[src/rtl/uart_txb_pkg.sv]
package uart_txb_pkg;

    typedef enum logic [2:0] {
        ST_IDLE,
        ST_START,
        ST_DATA,
        ST_PARITY,
        ST_STOP,
        ST_LINBRK,
        ST_LINDLM
    } txb_state_e;

    typedef struct packed {
        logic [1:0] word_len;
        logic       stop_sel;
        logic       par_en;
        logic       par_even;
        logic       par_stick;
    } txb_frame_cfg_t;

    localparam int unsigned TXB_DATA_W  = 8;
    localparam int unsigned TXB_LEN_W   = 4;
    localparam int unsigned TXB_BRK_ADD = 2;

    // number of data bits for a word-length code
    function automatic logic [3:0] txb_data_bits(input logic [1:0] wl);
        return 4'd5 + {2'b00, wl};
    endfunction

    // mask keeping only the transmitted data bits
    function automatic logic [7:0] txb_data_mask(input logic [1:0] wl);
        return 8'hFF >> (3'd3 - {1'b0, wl});
    endfunction

    function automatic logic txb_parity(input logic [7:0] d, input txb_frame_cfg_t c);
        logic ones;
        ones = ^(d & txb_data_mask(c.word_len));
        if (c.par_stick) begin
            return ~c.par_even;
        end else if (c.par_even) begin
            return ones;
        end
        return ~ones;
    endfunction

    // stop interval length in baud ticks
    function automatic int unsigned txb_stop_ticks(input txb_frame_cfg_t c, input int unsigned os);
        if (!c.stop_sel) begin
            return os;
        end else if (c.word_len == 2'd0) begin
            return os + os / 2;
        end
        return 2 * os;
    endfunction

endpackage

[src/rtl/txb_cts_sync.sv]
module txb_cts_sync #(
    parameter int STAGES = 2
) (
    input  logic clk,
    input  logic rst,
    input  logic cts_in,
    input  logic flow_en,
    input  logic active_high,
    input  logic chg_clr,
    output logic cts_ok,
    output logic chg_flag
);
    logic [STAGES-1:0] sync_q;
    logic              prev_q;
    logic              level;
    logic              edge_seen;

    genvar g;
    generate
        for (g = 0; g < STAGES; g++) begin : g_sync
            if (g == 0) begin : g_first
                always_ff @(posedge clk) begin
                    if (rst) sync_q[0] <= 1'b0;
                    else     sync_q[0] <= cts_in;
                end
            end else begin : g_next
                always_ff @(posedge clk) begin
                    if (rst) sync_q[g] <= 1'b0;
                    else     sync_q[g] <= sync_q[g-1];
                end
            end
        end
    endgenerate

    assign level     = sync_q[STAGES-1];
    assign edge_seen = level ^ prev_q;
    assign cts_ok    = !flow_en || (level == active_high);

    always_ff @(posedge clk) begin
        if (rst) begin
            prev_q   <= 1'b0;
            chg_flag <= 1'b0;
        end else begin
            prev_q <= level;
            if (edge_seen)    chg_flag <= 1'b1;
            else if (chg_clr) chg_flag <= 1'b0;
        end
    end
endmodule

[src/rtl/txb_tick_timer.sv]
module txb_tick_timer #(
    parameter int LW = 9
) (
    input  logic          clk,
    input  logic          rst,
    input  logic          clear,
    input  logic          tick,
    input  logic [LW-1:0] limit,
    output logic          done
);
    logic [LW-1:0] cnt;

    assign done = tick && (cnt == limit - 1'b1);

    always_ff @(posedge clk) begin
        if (rst || clear) cnt <= '0;
        else if (tick)    cnt <= cnt + 1'b1;
    end
endmodule

[src/rtl/txb_frame_fsm.sv]
module txb_frame_fsm
    import uart_txb_pkg::*;
#(
    parameter int OS = 16
) (
    input  logic           clk,
    input  logic           rst,
    input  logic           tick,
    input  txb_frame_cfg_t cfg,
    input  logic           lin_start,
    input  logic [3:0]     lin_len,
    input  logic           buf_valid,
    input  logic [7:0]     buf_data,
    input  logic           cts_ok,
    output logic           buf_pop,
    output logic           line,
    output logic           idle,
    output logic           lin_active
);
    localparam int unsigned BRK_MAX = (16 + TXB_BRK_ADD + 1) * OS;
    localparam int          LW      = $clog2(BRK_MAX + 1);

    txb_state_e     state;
    txb_frame_cfg_t cfg_q;
    logic [7:0]     shreg;
    logic           par_q;
    logic [2:0]     bit_idx;
    logic [3:0]     len_q;
    logic           lin_pend;
    logic [LW-1:0]  limit;
    logic           done;
    logic           clear_t;
    logic           start_data;
    logic           last_bit;

    always_comb begin
        case (state)
            ST_STOP:   limit = LW'(txb_stop_ticks(cfg_q, OS));
            ST_LINBRK: limit = LW'((32'(len_q) + TXB_BRK_ADD) * OS);
            default:   limit = LW'(OS);
        endcase
    end

    assign clear_t    = (state == ST_IDLE) || done;
    assign start_data = (state == ST_IDLE) && !lin_pend && buf_valid && cts_ok;
    assign buf_pop    = start_data;
    assign idle       = (state == ST_IDLE);
    assign lin_active = lin_pend;
    assign last_bit   = ({1'b0, bit_idx} == txb_data_bits(cfg_q.word_len) - 4'd1);

    txb_tick_timer #(.LW(LW)) u_timer (
        .clk   (clk),
        .rst   (rst),
        .clear (clear_t),
        .tick  (tick),
        .limit (limit),
        .done  (done)
    );

    always_comb begin
        case (state)
            ST_START:  line = 1'b0;
            ST_DATA:   line = shreg[0];
            ST_PARITY: line = par_q;
            ST_LINBRK: line = 1'b0;
            default:   line = 1'b1;
        endcase
    end

    always_ff @(posedge clk) begin
        if (rst) begin
            state    <= ST_IDLE;
            cfg_q    <= '0;
            shreg    <= '0;
            par_q    <= 1'b0;
            bit_idx  <= '0;
            len_q    <= '0;
            lin_pend <= 1'b0;
        end else begin
            if (state == ST_LINDLM && done) lin_pend <= 1'b0;
            else if (lin_start)             lin_pend <= 1'b1;

            case (state)
                ST_IDLE: begin
                    if (lin_pend) begin
                        len_q <= lin_len;
                        state <= ST_LINBRK;
                    end else if (start_data) begin
                        cfg_q   <= cfg;
                        shreg   <= buf_data;
                        par_q   <= txb_parity(buf_data, cfg);
                        bit_idx <= '0;
                        state   <= ST_START;
                    end
                end
                ST_START: if (done) state <= ST_DATA;
                ST_DATA: begin
                    if (done) begin
                        shreg <= {1'b0, shreg[7:1]};
                        if (last_bit) state <= cfg_q.par_en ? ST_PARITY : ST_STOP;
                        else          bit_idx <= bit_idx + 3'd1;
                    end
                end
                ST_PARITY: if (done) state <= ST_STOP;
                ST_STOP:   if (done) state <= ST_IDLE;
                ST_LINBRK: if (done) state <= ST_LINDLM;
                ST_LINDLM: if (done) state <= ST_IDLE;
                default:   state <= ST_IDLE;
            endcase
        end
    end
endmodule

[src/rtl/uart_tx_break.sv]
module uart_tx_break
    import uart_txb_pkg::*;
#(
    parameter int OS          = 16,
    parameter int SYNC_STAGES = 2
) (
    input  logic       clk,
    input  logic       rst,
    input  logic       baud_tick,
    input  logic [1:0] cfg_word_len,
    input  logic       cfg_stop_sel,
    input  logic       cfg_par_en,
    input  logic       cfg_par_even,
    input  logic       cfg_par_stick,
    input  logic       cfg_break_force,
    input  logic       cfg_cts_flow_en,
    input  logic       cfg_cts_active_high,
    input  logic       cts_in,
    input  logic       cts_chg_clr,
    output logic       cts_chg_flag,
    input  logic       lin_start,
    input  logic [3:0] lin_len,
    output logic       lin_active,
    input  logic       buf_valid,
    input  logic [7:0] buf_data,
    output logic       buf_pop,
    output logic       tx_out,
    output logic       hold_empty,
    output logic       tx_empty
);
    txb_frame_cfg_t cfg;
    logic           cts_ok;
    logic           fsm_line;
    logic           fsm_idle;

    assign cfg = '{word_len:  cfg_word_len,
                   stop_sel:  cfg_stop_sel,
                   par_en:    cfg_par_en,
                   par_even:  cfg_par_even,
                   par_stick: cfg_par_stick};

    txb_cts_sync #(.STAGES(SYNC_STAGES)) u_cts (
        .clk         (clk),
        .rst         (rst),
        .cts_in      (cts_in),
        .flow_en     (cfg_cts_flow_en),
        .active_high (cfg_cts_active_high),
        .chg_clr     (cts_chg_clr),
        .cts_ok      (cts_ok),
        .chg_flag    (cts_chg_flag)
    );

    txb_frame_fsm #(.OS(OS)) u_fsm (
        .clk        (clk),
        .rst        (rst),
        .tick       (baud_tick),
        .cfg        (cfg),
        .lin_start  (lin_start),
        .lin_len    (lin_len),
        .buf_valid  (buf_valid),
        .buf_data   (buf_data),
        .cts_ok     (cts_ok),
        .buf_pop    (buf_pop),
        .line       (fsm_line),
        .idle       (fsm_idle),
        .lin_active (lin_active)
    );

    always_ff @(posedge clk) begin
        if (rst) begin
            tx_out     <= 1'b1;
            hold_empty <= 1'b1;
            tx_empty   <= 1'b1;
        end else begin
            tx_out     <= cfg_break_force ? 1'b0 : fsm_line;
            hold_empty <= ~buf_valid;
            tx_empty   <= ~buf_valid && fsm_idle && ~lin_active;
        end
    end
endmodule

[config.mk]
export PLATFORM = sky130hd
export DESIGN_NAME = uart_tx_break
export DESIGN_NICKNAME = d
export VERILOG_FILES = /design/src/rtl/uart_txb_pkg.sv /design/src/rtl/txb_cts_sync.sv /design/src/rtl/txb_tick_timer.sv /design/src/rtl/txb_frame_fsm.sv /design/src/rtl/uart_tx_break.sv
export SDC_FILE = /design/constraint.sdc
export NUM_CORES = 1
export LEC_CHECK = 0
export ABC_AREA = 1
export CAP_MARGIN = 20
export CORE_MARGIN = 1.5
export CORE_UTILIZATION = 55
export DETAILED_ROUTE_END_ITERATION = 8
export GPL_TIMING_DRIVEN = 0
export PLACE_DENSITY = 0.92
export SYNTH_ARGS = -nofsm -noshare
export SYNTH_HDL_FRONTEND = slang
export SYNTH_SLANG_ARGS = --single-unit
export TNS_END_PERCENT = 30
[constraint.sdc]
create_clock -name clk -period 3.5 [get_ports clk]
set_clock_uncertainty 0.05 [all_clocks]
set_input_delay 0.7 -clock clk [delete_from_list [all_inputs] [get_ports clk]]
set_output_delay 0.7 -clock clk [all_outputs]
set_load 0.1 [all_outputs]
==> metrics.txt, run 1 <==
fin crit share=87.2%; critical path data required time=2.75 ns; Via density=5.48; final setup vio count=0; clk slew on worst S/H paths=0.08 ns; IR drop worst, VDD=0.000402 V; CP Class=in2out; largest net degree at the start of global routing=14; total wire length=5.26 mm; dpl hpwl=3.94 mm; met1 usage=31.0%; LEAKAGE=1.17 nW; # IOs=34; Final WS setup=0.448 ns; Worst Setup SP=cfg_cts_active_high; worst rel slew slack=34.6%; initial antenna violation count=0; worst min-delay path class=reg2reg; M2 GR Usage=45.6%; Mapped Area=2300 sq um; clock latency on the worst-skew pair=0.30 ns; hold-fix buffers at CTS=0; ratio of cells with drive above 1 in the final layout=12.0%; worst r2r dst=u_fsm.shreg[7]; most frequent CP cell=nand3_1; Yosys reg bits=40; die area=4570 sq um; Chip Height=67.6 microns; Avg Inst Size Synth=7.00 sq um; CTS Buf Count=5; Syn Inst Count=328; Peak Freq=328 MHz; Util after Layout=69.9%; vias in the first global route=2103; first-pass GRT wire length=8.94 mm; gr busiest metal=met2; H-tree levels=2; starting density of the core=57.4%; first-iteration detailed-routing DRC count=220; placed cell areas=2680 sq um; Critical Path Max Stage Delay=0.46 ns; antenna cells=0; Worst Path Arrival=2.30 ns; grt ovf=0; gpl congestion=0.880; MaxCap Viol Count=0; Async S/R FF share, synth=0%; CP max FO=6; critical path, cell by cell=clkdlybuf4s50_1 > or2_2 > nand3_1 > nand3_1 > inv_1 > clkbuf_2; vias=2292; Top delay family on crit path=buffers and inverters; FF-to-FF path depth=17; Post-CTS Resized=1; Routed Antenna Nets=0; design area=2800 sq um; setup TNS=0 ns; sequential area share after synthesis=34.9%; Pre-antenna DRT Iters=5; Place WS=-0.236 ns; status=completed; Core Box Area=4000 sq um; distinct cell type count after synthesis=39; Fill cells=315; row cnt=23; Post-Syn Nets=360; Worst path depth=6; die width=67.6 microns; Yosys warning total=0; worst reg2reg setup slack=0.86 ns; CP max-delay cell=clkbuf_2; CP endpoint kind=output pin; number of enable flip-flop cells after synthesis=0; Max Root-Sink Buffers=2; Setup crit start kind=input pin; routed len/inst=12.6 microns; max-slew violations=0; Post-CTS Setup Inserts=0; RSZ-0062 raised after global routing=false; CTS root buf=clkbuf_8; Multi-input gate area=1310 sq um; r2r startpoint=u_fsm.state[1]; I/O Buffers=32; total power=0.00181 W; Num Clock Sinks=40; worst path bufs/invs=3; # nets final=399; DRC viols=0; Fin. Hold Viols=0; Slew @ Worst Pin=0.978 ns; CP endpoint=buf_pop; register area=801 sq um; area added between synthesis and finish=21.7%; gr usage total=25.8%; CTS tree=built; P per Cell Area=646 nW/um^2; GRT met3 Usage=4.67%; ys flop type=dfxtp_1; crit path time final=3.05 ns
through the flow:
stage                     std cells  hold slack [ns]
final                           418            0.383
after global routing            418            0.419
after CTS                       418            0.387
after detailed placement        410            0.373
after global placement          410            0.349
after floorplan                 328            0.338
placed cells by master (no fill, tap or decap), types with 2 or more instances in the layout:
cell              n
xnor2_1           4
nand3_1          31
clkbuf_1          3
clkbuf_8          6
dfxtp_1          40
nand3_2           5
nand2_2           4
o21ai_0          18
clkdlybuf4s50_1  31
ha_1              4
nand4_1           5
nand2_1          77
buf_4             2
nor2_2            3
nor2_1           29
inv_1            33
inv_2             5
xor2_1           10
or2_2             2
nor2_4            5
a21oi_1          25
nand2_4           3
nor3_1            2
flip-flops by register name, indices dropped and copies added (netlist names), 3 cells and up:
| register | count |
|---|---|
| u_fsm.bit_idx | 3 |
| u_fsm.cfg_q | 4 |
| u_fsm.u_timer.cnt | 9 |
| u_fsm.len_q | 4 |
| u_fsm.state | 3 |
| u_fsm.shreg | 8 |
logic make-up after synthesis:
group / after synthesis / share of synthesized area (%)
buf+inv: 47 / 8.17
fa+ha+maj: 4 / 2.18
flops: 40 / 34.9
compound gates: 52 / 12.5
simple gates: 170 / 36.2
xor+xnor: 15 / 6.05
worst min-delay path by stage:
stage	startpoint	slack, ns	depth (start not counted)	endpoint
after floorplan	u_cts.sync_q[0]	0.34	2	u_cts.level
after global placement	u_cts.sync_q[0]	0.35	2	u_cts.level
after detailed placement	u_cts.sync_q[0]	0.37	2	u_cts.level
after CTS	u_cts.sync_q[0]	0.39	2	u_cts.level
after global routing	u_cts.sync_q[0]	0.42	2	u_cts.level
final	u_cts.sync_q[0]	0.38	2	u_cts.level
worst reg2reg max path, stage by stage (launching register included):
cell and delay [ns]:
dfxtp_1 0.31, buf_4 0.17, inv_4 0.09, nand2_1 0.06, nor2_2 0.15, nand2_1 0.14
o21ai_0 0.12, ha_1 0.27, xor2_1 0.15, nand2_1 0.07, nor2_1 0.12, nand3_1 0.14
nor2_4 0.15, nand2_4 0.12, nand2_4 0.08, nand2_2 0.12, a21oi_2 0.16, nor3_2 0.05
per-layer routing:
metal,share of wire [%],wire length (microns)
met3,5.2,275
met2,50,2610
met4,1.8,96
met5,0,0
met1,43,2270
power breakdown:
part | internal, W | switching [W]
clock | 0.000233 | 0.000172
combinational | 0.000270 | 0.000550
sequential | 0.000530 | 0.0000517
cell usage after synthesis, types with 3 or more instances:
master / number / share of area (%)
a21oi_1: 25 / 5.4
clkbuf_1: 3 / 0.49
dfxtp_1: 40 / 35
ha_1: 4 / 2.2
inv_1: 33 / 5.4
inv_2: 5 / 0.82
nand2_1: 77 / 13
nand2_2: 4 / 1.1
nand2_4: 3 / 1.5
nand3_1: 31 / 6.8
nand3_2: 5 / 2.2
nand4_1: 5 / 1.4
nor2_1: 29 / 4.7
nor2_2: 3 / 0.82
nor2_4: 5 / 2.5
o21ai_0: 18 / 3.9
xnor2_1: 4 / 1.5
xor2_1: 10 / 3.8
final cells by class:
class,instances,share of cell area (%)
multi-input cells,241,46.8
flip-flops and latches,40,28.6
repair buffers,32,11.3
inverters,40,5.46
clock buffers,6,2.95
well taps,50,2.24
clock inverters,2,1.39
plain buffers,7,1.25
Note: power is estimated with default switching activity, not from simulation.
==> run 2, diff against run 1 <==
--- a/constraint.sdc
+++ b/constraint.sdc
@@ -3,3 +3,3 @@
 set_input_delay 0.7 -clock clk [delete_from_list [all_inputs] [get_ports clk]]
 set_output_delay 0.7 -clock clk [all_outputs]
-set_load 0.1 [all_outputs]
+set_load 0.02 [all_outputs]
==> metrics.txt, run 2 (same netlist as run 1, synthesis figures left out) <==
status=completed; grt ovf=0; Via density=5.47; Peak Freq=312 MHz; Chip Height=67.6 microns; design area=2800 sq um; initial antenna violation count=0; MaxCap Viol Count=0; largest net degree at the start of global routing=14; Util after Layout=70.0%; CTS Buf Count=5; placed cell areas=2680 sq um; routed len/inst=12.6 microns; DRC viols=0; Routed Antenna Nets=0; max-slew violations=0; critical path data required time=2.75 ns; ratio of cells with drive above 1 in the final layout=11.7%; clk slew on worst S/H paths=0.08 ns; worst rel slew slack=66.3%; area added between synthesis and finish=22.0%; starting density of the core=57.4%; total power=0.00175 W; vias in the first global route=2097; largest reg by FF count=u_fsm.u_timer.cnt; biggest regs=u_fsm.u_timer.cnt: 9 flops, u_fsm.shreg: 8 flops; IR drop worst, VDD=0.000402 V; final setup vio count=0; Placed Cells=410; Fin. Hold Viols=0; worst min-delay path class=reg2reg; fin crit share=91.5%; Post-CTS Resized=0; H-tree levels=2; Max Root-Sink Buffers=2; Worst Path Arrival=2.45 ns; total wire length=5.26 mm; dpl hpwl=3.94 mm; CTS tree=built; first-pass GRT wire length=8.93 mm; Num Clock Sinks=40; Fill cells=315; CTS root buf=clkbuf_8; CP Class=in2out; commonest non-fill, non-tap cell in the layout=nand2_1; number of flip-flops in the largest register=9; # nets final=399; CP endpoint kind=output pin; final non-filler cell total=418; die area=4570 sq um; crit path time final=3.20 ns; first-iteration detailed-routing DRC count=220; P per Cell Area=625 nW/um^2; hold-fix buffers at CTS=0; Core Box Area=4000 sq um; row cnt=23; CP max FO=6; vias=2287; clock latency on the worst-skew pair=0.30 ns; antenna cells=0; gr usage total=25.8%; setup TNS=0 ns; Slew @ Worst Pin=0.506 ns; Pre-antenna DRT Iters=5; # IOs=34; I/O Buffers=32; Setup crit start kind=input pin; most frequent cells in the layout=77 x nand2_1, 40 x dfxtp_1, 33 x inv_1, 32 x clkdlybuf4s50_1, 31 x nand3_1; Post-CTS Setup Inserts=0; die width=67.6 microns; gpl congestion=0.880; LEAKAGE=1.17 nW; RSZ-0062 raised after global routing=false
-- run 2: cell types whose count changed in the layout (fill, tap and decap cells not counted) --
cell | before | now
clkbuf_2 | 1 | 0
clkdlybuf4s50_1 | 31 | 32
-- run 2: metal layers --
| layer | vias to the layer above | track usage (%) | share of wire (%) |
|---|---|---|---|
| met1 | 1052 | 31.0 | 43 |
| li1 | 1152 | - | - |
| met5 | - | 0 | 0 |
| met4 | 0 | 9.44 | 1.8 |
| met3 | 10 | 4.67 | 5.2 |
| met2 | 73 | 45.5 | 50 |
-- run 2: layout make-up --
type	count	area [sq um]	area share, %
inverters	40	153	5.45
plain buffers	7	35.0	1.25
multi-input cells	241	1310	46.7
flip-flops and latches	40	801	28.6
well taps	50	62.6	2.23
clock inverters	2	38.8	1.39
clock buffers	6	82.6	2.95
repair buffers	32	320	11.4
-- run 2: through the flow --
stage	setup slack (ns)	hold WS, ns
2_1_floorplan	1.27	0.338
3_3_place_gp	0.316	0.349
3_5_place_dp	0.295	0.373
4_1_cts	0.295	0.387
5_1_grt	0.200	0.419
6_report	0.296	0.383
-- run 2: critical path, stage by stage --
cell and delay, ns:
clkdlybuf4s50_1 0.41, or2_2 0.29, nand3_1 0.11, nand3_1 0.20
inv_1 0.12, clkdlybuf4s50_1 0.62
-- run 2: worst paths after layout --
kind | startpoint | endpoint | slack, ns | cells past startpoint
max | cfg_cts_active_high | buf_pop | 0.30 | 6
min | u_cts.sync_q[0] | u_cts.level | 0.38 | 2
max reg2reg | u_fsm.state[1] | u_fsm.shreg[7] | 0.86 | 17
min reg2reg | u_cts.sync_q[0] | u_cts.level | 0.38 | 2
-- run 2: power breakdown --
part           internal (W)  total (W)  switching (W)  leakage, nW
registers          0.000530   0.000582      0.0000517        0.327
logic              0.000273   0.000763       0.000490        0.784
clock network      0.000233   0.000405       0.000172       0.0614
total               0.00104    0.00175       0.000713         1.17
==> run 3, diff against run 2 <==
- CTS_CLUSTER_SIZE: not set -> 8
==> results of run 3 <==
No change in the layout: final DEF, timing and power equal those of run 2.
